<file path="src/rtl/fpm_pkg.sv">
package fpm_pkg;
  // Strobes from the sequencer to the arithmetic path
  typedef struct packed {
    logic loadOps;  // capture operands this edge
    logic capture;  // register the computed result this edge
  } fpm_strobe_t;

  typedef enum logic {
    ST_IDLE = 1'b0,
    ST_CALC = 1'b1
  } fpm_state_e;
endpackage

</file>
<file path="src/rtl/fpm_ctrl.sv">
module fpm_ctrl
  import fpm_pkg::*;
(
  input  logic        clk,
  input  logic        rst_n,
  input  logic        start,
  output fpm_strobe_t strobes,
  output logic        done
);
  fpm_state_e state, stateNext;

  always_comb begin
    stateNext       = state;
    strobes.loadOps = 1'b0;
    strobes.capture = 1'b0;
    unique case (state)
      ST_IDLE: if (start) begin
        strobes.loadOps = 1'b1;
        stateNext       = ST_CALC;
      end
      ST_CALC: begin
        strobes.capture = 1'b1;
        stateNext       = ST_IDLE;
      end
      default: stateNext = ST_IDLE;
    endcase
  end

  always_ff @(posedge clk or negedge rst_n) begin
    if (!rst_n) begin
      state <= ST_IDLE;
      done  <= 1'b0;
    end else begin
      state <= stateNext;
      done  <= strobes.capture;
    end
  end
endmodule

</file>
<file path="src/rtl/fpm_datapath.sv">
module fpm_datapath
  import fpm_pkg::*;
#(
  parameter int EXP_W  = 8,
  parameter int FRAC_W = 23
) (
  input  logic                    clk,
  input  logic                    rst_n,
  input  fpm_strobe_t             strobes,
  input  logic [EXP_W+FRAC_W:0]   opA,
  input  logic [EXP_W+FRAC_W:0]   opB,
  output logic [EXP_W+FRAC_W:0]   product,
  output logic                    ovf,
  output logic                    unf
);
  localparam int WORD_W  = EXP_W + FRAC_W + 1;
  localparam int SIG_W   = FRAC_W + 1;
  localparam int PROD_W  = 2 * SIG_W;
  localparam int SUM_W   = EXP_W + 2;
  localparam int BIAS    = (1 << (EXP_W - 1)) - 1;
  localparam int EXP_TOP = (1 << EXP_W) - 1;
  localparam logic signed [SUM_W-1:0] MAX_FINITE = SUM_W'(EXP_TOP - 1);
  localparam logic signed [SUM_W-1:0] MIN_NORMAL = SUM_W'(1);
  localparam logic [EXP_W-1:0]  EXP_ONES = '1;
  localparam logic [FRAC_W-1:0] QNAN_FRAC = FRAC_W'(1) << (FRAC_W - 1);

  typedef struct packed {
    logic              sign;
    logic [EXP_W-1:0]  expo;
    logic [FRAC_W-1:0] frac;
  } fp_word_t;

  fp_word_t latA, latB;

  always_ff @(posedge clk or negedge rst_n) begin
    if (!rst_n) begin
      latA <= '0;
      latB <= '0;
    end else if (strobes.loadOps) begin
      latA <= opA;
      latB <= opB;
    end
  end

  // Operand classes, one generate-style pair per operand
  logic [1:0] isZero, isInf, isNan;
  fp_word_t   ops [2];
  assign ops[0] = latA;
  assign ops[1] = latB;

  for (genvar k = 0; k < 2; k++) begin : g_class
    assign isZero[k] = (ops[k].expo == '0);
    assign isInf[k]  = (ops[k].expo == EXP_ONES) && (ops[k].frac == '0);
    assign isNan[k]  = (ops[k].expo == EXP_ONES) && (ops[k].frac != '0);
  end

  // Significand product and normalization
  logic [SIG_W-1:0]  sigA, sigB;
  logic [PROD_W-1:0] sigProd;
  logic              prodHigh;
  logic [FRAC_W-1:0] fracNorm;
  logic signed [SUM_W-1:0] expNorm;
  logic              resSign;

  assign sigA     = {1'b1, latA.frac};
  assign sigB     = {1'b1, latB.frac};
  assign sigProd  = PROD_W'(sigA) * PROD_W'(sigB);
  assign prodHigh = sigProd[PROD_W-1];
  assign fracNorm = prodHigh ? FRAC_W'(sigProd >> SIG_W)
                             : FRAC_W'(sigProd >> (SIG_W - 1));
  assign expNorm  = $signed(SUM_W'(latA.expo)) + $signed(SUM_W'(latB.expo))
                  - $signed(SUM_W'(BIAS)) + $signed(SUM_W'(prodHigh));
  assign resSign  = latA.sign ^ latB.sign;

  // Result selection, special operands first
  fp_word_t resNext;
  logic     ovfNext, unfNext;

  always_comb begin
    resNext = '{sign: resSign, expo: fracNormExp(expNorm), frac: fracNorm};
    ovfNext = 1'b0;
    unfNext = 1'b0;
    if ((|isNan) || ((|isInf) && (|isZero))) begin
      resNext = '{sign: 1'b0, expo: EXP_ONES, frac: QNAN_FRAC};
    end else if (|isInf) begin
      resNext = '{sign: resSign, expo: EXP_ONES, frac: '0};
    end else if (|isZero) begin
      resNext = '{sign: resSign, expo: '0, frac: '0};
    end else if (expNorm > MAX_FINITE) begin
      resNext = '{sign: resSign, expo: EXP_ONES, frac: '0};
      ovfNext = 1'b1;
    end else if (expNorm < MIN_NORMAL) begin
      resNext = '{sign: resSign, expo: '0, frac: '0};
      unfNext = 1'b1;
    end
  end

  function automatic logic [EXP_W-1:0] fracNormExp(input logic signed [SUM_W-1:0] e);
    return EXP_W'(e);
  endfunction

  always_ff @(posedge clk or negedge rst_n) begin
    if (!rst_n) begin
      product <= '0;
      ovf     <= 1'b0;
      unf     <= 1'b0;
    end else if (strobes.capture) begin
      product <= WORD_W'(resNext);
      ovf     <= ovfNext;
      unf     <= unfNext;
    end
  end
endmodule

</file>
<file path="src/rtl/fp_mul_unit.sv">
module fp_mul_unit
  import fpm_pkg::*;
#(
  parameter int EXP_W  = 8,
  parameter int FRAC_W = 23
) (
  input  logic                  clk,
  input  logic                  rst_n,
  input  logic                  start,
  input  logic [EXP_W+FRAC_W:0] opA,
  input  logic [EXP_W+FRAC_W:0] opB,
  output logic [EXP_W+FRAC_W:0] product,
  output logic                  ovf,
  output logic                  unf,
  output logic                  done
);
  fpm_strobe_t strobes;

  fpm_ctrl i_ctrl (
    .clk     (clk),
    .rst_n   (rst_n),
    .start   (start),
    .strobes (strobes),
    .done    (done)
  );

  fpm_datapath #(
    .EXP_W  (EXP_W),
    .FRAC_W (FRAC_W)
  ) i_datapath (
    .clk     (clk),
    .rst_n   (rst_n),
    .strobes (strobes),
    .opA     (opA),
    .opB     (opB),
    .product (product),
    .ovf     (ovf),
    .unf     (unf)
  );
endmodule

</file>
<file path="config.mk">
export PLATFORM = sky130hd
export DESIGN_NAME = fp_mul_unit
export DESIGN_NICKNAME = d
export VERILOG_FILES = /design/src/rtl/fpm_pkg.sv /design/src/rtl/fpm_ctrl.sv /design/src/rtl/fpm_datapath.sv /design/src/rtl/fp_mul_unit.sv
export SDC_FILE = /design/constraint.sdc
export NUM_CORES = 2
export LEC_CHECK = 0
export BUFFER_PORTS_ARGS = -buffer_cell sky130_fd_sc_hd__buf_2
export CAP_MARGIN = 10
export CORE_ASPECT_RATIO = 1.1
export CORE_UTILIZATION = 55
export CTS_BUF_LIST = sky130_fd_sc_hd__clkbuf_4
export DETAILED_ROUTE_END_ITERATION = 16
export PLACE_DENSITY = 0.82
export SETUP_SLACK_MARGIN = 0.05
export SLEW_MARGIN = 20
export SYNTH_ARGS = -nofsm -noshare
export SYNTH_HDL_FRONTEND = slang
export SYNTH_HIERARCHICAL = 1
export SYNTH_SLANG_ARGS = --single-unit
</file>
<file path="constraint.sdc">
create_clock -name clk -period 28.6 [get_ports clk]
set_input_delay 0 -clock clk [delete_from_list [all_inputs] [get_ports clk]]
set_output_delay 0 -clock clk [all_outputs]
set_load 0.1 [all_outputs]
</file>
==> run_summary.xml <==
<?xml version="1.0" encoding="UTF-8"?>
<metrics>
  <group name="outcome">
    <metric name="run_status" unit="">completed</metric>
  </group>
  <group name="global_routing">
    <metric name="grt_start_max_net_pins" unit="">84</metric>
    <metric name="grt_pass1_wl" unit="um">110600</metric>
    <metric name="global_route.overflow_total" unit="">0</metric>
    <metric name="antenna_found_initial" unit="">4</metric>
    <metric name="vias_in_the_first_global_route" unit="">20830</metric>
    <metric name="grtUsageTotal" unit="%">34.55</metric>
  </group>
  <group name="synth">
    <metric name="synth_enable_flop_cells" unit="">0</metric>
    <metric name="synthAdderAreaFrac" unit="%">51.81</metric>
    <metric name="synth_compound_area_share" unit="%">6.075</metric>
    <metric name="synth_area_per_cell" unit="um2">9.213</metric>
    <metric name="synthesis.instances" unit="">2504</metric>
    <metric name="yosys.area.top_type_share" unit="%">41.83</metric>
    <metric name="mappedNetlistArea" unit="mm2">0.02307</metric>
    <metric name="synth-seq-cells" unit="">100</metric>
    <metric name="main_combinational_cell_family_by_area_after_synthesis" unit="">adder cells</metric>
    <metric name="yosys.area.top_type" unit="">fa_1</metric>
    <metric name="async_flop_share" unit="%">100.0</metric>
    <metric name="most_used_flip_flop_cell_after_synthesis" unit="">dfrtp_1</metric>
    <metric name="synth_simple_gate_area_share" unit="%">15.38</metric>
    <metric name="synth.net_count" unit="">3237</metric>
    <metric name="netlist_cell_types" unit="">73</metric>
    <metric name="main_area_contributors_after_synthesis" unit="">fa_1 (42%), dfrtp_1 (11%), ha_1 (10%)</metric>
    <metric name="yosys-mux-area-fraction" unit="%">2.983</metric>
    <metric name="post_synth_xor_area_fraction" unit="%">1.291</metric>
    <metric name="yosys_warnings" unit="">6</metric>
    <metric name="seq_area_frac_synth" unit="%">10.85</metric>
  </group>
  <group name="floorplan">
    <metric name="die-width" unit="um">197.3</metric>
    <metric name="core-area" unit="mm2">0.04128</metric>
    <metric name="design.die.area" unit="mm2">0.04277</metric>
    <metric name="design.portCount" unit="">102</metric>
    <metric name="floorplan_die_height" unit="um">216.8</metric>
    <metric name="rows" unit="">78</metric>
    <metric name="initial_core_util" unit="%">55.88</metric>
  </group>
  <group name="detailed_routing">
    <metric name="vias_per_cell" unit="">5.879</metric>
    <metric name="final_antenna_net_count" unit="">0</metric>
    <metric name="num_vias" unit="">18470</metric>
    <metric name="first_iter_violations" unit="">1567</metric>
    <metric name="drc" unit="">0</metric>
    <metric name="drt-pass1-iter-count" unit="">6</metric>
    <metric name="wl" unit="um">69350</metric>
    <metric name="avgRoutedWirePerCell" unit="um">22.08</metric>
  </group>
  <group name="setup_path">
    <metric name="worstPathBufferInverterCount" unit="">6</metric>
    <metric name="start_kind" unit="">flop</metric>
    <metric name="worst-endpoint-arrival" unit="ns">12.21</metric>
    <metric name="worst_path_max_delay_cell" unit="">dfrtp_1</metric>
    <metric name="max_stage_delay" unit="ns">1.08</metric>
    <metric name="path_class" unit="">reg -&gt; reg</metric>
    <metric name="worstPathMaxFanout" unit="">25</metric>
    <metric name="timing.critical_path.to_type" unit="">flop</metric>
    <metric name="required" unit="ns">29.06</metric>
    <metric name="critical_path_s_top_delay_family" unit="">adder cells</metric>
    <metric name="critPathMostFrequentCell" unit="">fa_1</metric>
  </group>
  <group name="sta">
    <metric name="setup_viol_count_final" unit="">0</metric>
    <metric name="fmaxAchievable" unit="MHz">85.08</metric>
    <metric name="remaining_max_slew_budget_at_the_tightest_pin" unit="%">18.80</metric>
    <metric name="fin_tns_setup" unit="ns">0</metric>
    <metric name="grt_setup_unrepaired" unit="">false</metric>
    <metric name="worst-slew-pin-transition" unit="ns">1.218</metric>
    <metric name="final-hold-violation-count" unit="">0</metric>
    <metric name="slew_viol_final" unit="">0</metric>
    <metric name="post-route-min-period" unit="ns">11.75</metric>
    <metric name="clock-skew-final" unit="ns">0.05657</metric>
    <metric name="post-route-period-util" unit="%">41.10</metric>
  </group>
  <group name="cts">
    <metric name="root_buffer" unit="">clkbuf_4</metric>
    <metric name="cts_max_level" unit="">3</metric>
    <metric name="cts.repair_timing.setup_buffer_count" unit="">0</metric>
    <metric name="clkSlewWorstSetupHoldPaths" unit="ns">0.22</metric>
    <metric name="cts_tree" unit="">built</metric>
    <metric name="clock_path_buffers" unit="">2</metric>
    <metric name="clk_latency" unit="ns">0.57</metric>
    <metric name="clkSinkCount" unit="">100</metric>
    <metric name="numCtsBuffers" unit="">9</metric>
  </group>
  <group name="finish">
    <metric name="post_route_cells_drive_above_1_share" unit="%">8.110</metric>
    <metric name="layout-area-overhead-vs-synth" unit="%">7.094</metric>
    <metric name="nets" unit="">3305</metric>
    <metric name="utilization" unit="%">59.84</metric>
    <metric name="final_area" unit="mm2">0.02470</metric>
  </group>
  <group name="placement">
    <metric name="gp_congestion" unit="">0.9716</metric>
    <metric name="placement.io_buffers" unit="">101</metric>
    <metric name="placement.cell_area" unit="mm2">0.02390</metric>
    <metric name="dp_hpwl" unit="um">51000</metric>
  </group>
  <group name="run">
    <metric name="maxCapViolations" unit="">0</metric>
  </group>
  <group name="worst_hold_path">
    <metric name="worstHoldPathType" unit="">in -&gt; async</metric>
  </group>
</metrics>
## cell type report
class | instances | area, um2
flip-flops and latches | 100 | 2517
well taps | 560 | 700.7
clock inverters | 6 | 62.56
clock buffers | 10 | 75.07
repair buffers | 181 | 1271
inverters | 581 | 2181
multi-input cells | 1699 | 17890
fillers | 3398 | 16580
diodes | 4 | 10.01
## per-stage QoR
stage | hold slack [ns] | worst slack, ns | cells
floorplan | -0.2956 | 19.16 | 2504
global placement | 0.07497 | 17.46 | 3056
detailed placement | 0.07522 | 17.39 | 3056
CTS | 0.005255 | 17.34 | 3137
global route | 0.04592 | 16.36 | 3141
finish | 0.02022 | 16.85 | 3141
## cell families after synthesis
group / count (synthesis)
muxes: 63
adders and majority gates: 666
and+or+nand+nor: 735
AOI/OAI and AO/OA: 201
xor gates and xnor gates: 34
DFF: 100
buffers and inverters: 705
## synth_stat cells, types with 12 or more instances
cell,n
nand2_1,344
a31oi_1,12
nor4_1,16
xor2_1,12
ha_1,184
clkbuf_1,112
xnor2_1,22
fa_1,482
inv_1,577
mux2i_1,17
o2bb2ai_1,18
nor3_1,17
a21o_1,12
dfrtp_1,100
nor2_1,75
mux2_2,46
nand4_1,14
and2_1,216
o21ai_0,44
nand3_1,18
a21oi_1,39
## final timing paths
path / startpoint / slack, ns / cells after the start / endpoint
max: i_datapath/latB[8] / 16.85 / 34 / i_datapath/product[13]
min: rst_n / 0.02 / 2 / i_datapath/latA[2]
max reg2reg: i_datapath/latB[8] / 16.85 / 34 / i_datapath/product[13]
min reg2reg: i_datapath/product[20] / 0.50 / 2 / i_datapath/product[20]
max in group asynchronous: rst_n / 27.32 / 3 / i_datapath/latA[14]
min in group clk: opA[17] / 0.18 / 3 / i_datapath/latA[17]
## metal layers
metal	vias up	GRT usage (%)	wire length (um)
li1	7690	-	-
met1	9185	37.65	22860
met2	1180	56.14	32540
met3	412	8.725	6980
met4	0	30.13	6965
met5	-	0	0
## timing repair
action	in CTS	in global routing
gates resized for setup	0	0
endpoints found under the hold margin	110	0
hold buffers	65	0
## layout by cell type (no fill, tap or decap), types with 4 or more instances in the layout
cell and n:
a31oi_1 12, buf_4 16, o221ai_1 8, mux2_2 46, a211oi_1 8, o21bai_1 6, ha_1 184, nand2b_1 6
o2bb2ai_1 18, inv_6 4, a21oi_1 39, nand2_1 344, xnor2_1 22, dlygate4sd3_1 65, dfrtp_2 12, fa_1 482
or3_1 4, buf_2 100, o31ai_1 4, and3_1 7, nor3_1 17, dfrtp_1 88, mux2i_1 17, diode_2 4
o21ai_0 44, nor2_1 75, clkbuf_4 10, nand3_1 18, o2111ai_1 5, xor2_1 12, nand4_1 14, o21a_1 7
and2_1 216, a31o_2 6, a21o_1 12, nor4_1 16, inv_1 577
## sequential cells by signal, indices dropped and copies added (netlist names)
signal and cells:
i_datapath/latA 32, i_datapath/latB 32, i_datapath/product 32, i_ctrl/done 1, i_ctrl/state 1, i_datapath/ovf 1, i_datapath/unf 1
Power is not shown: default switching activity piles up to over one toggle a cycle in this logic, so the estimate is an artifact.
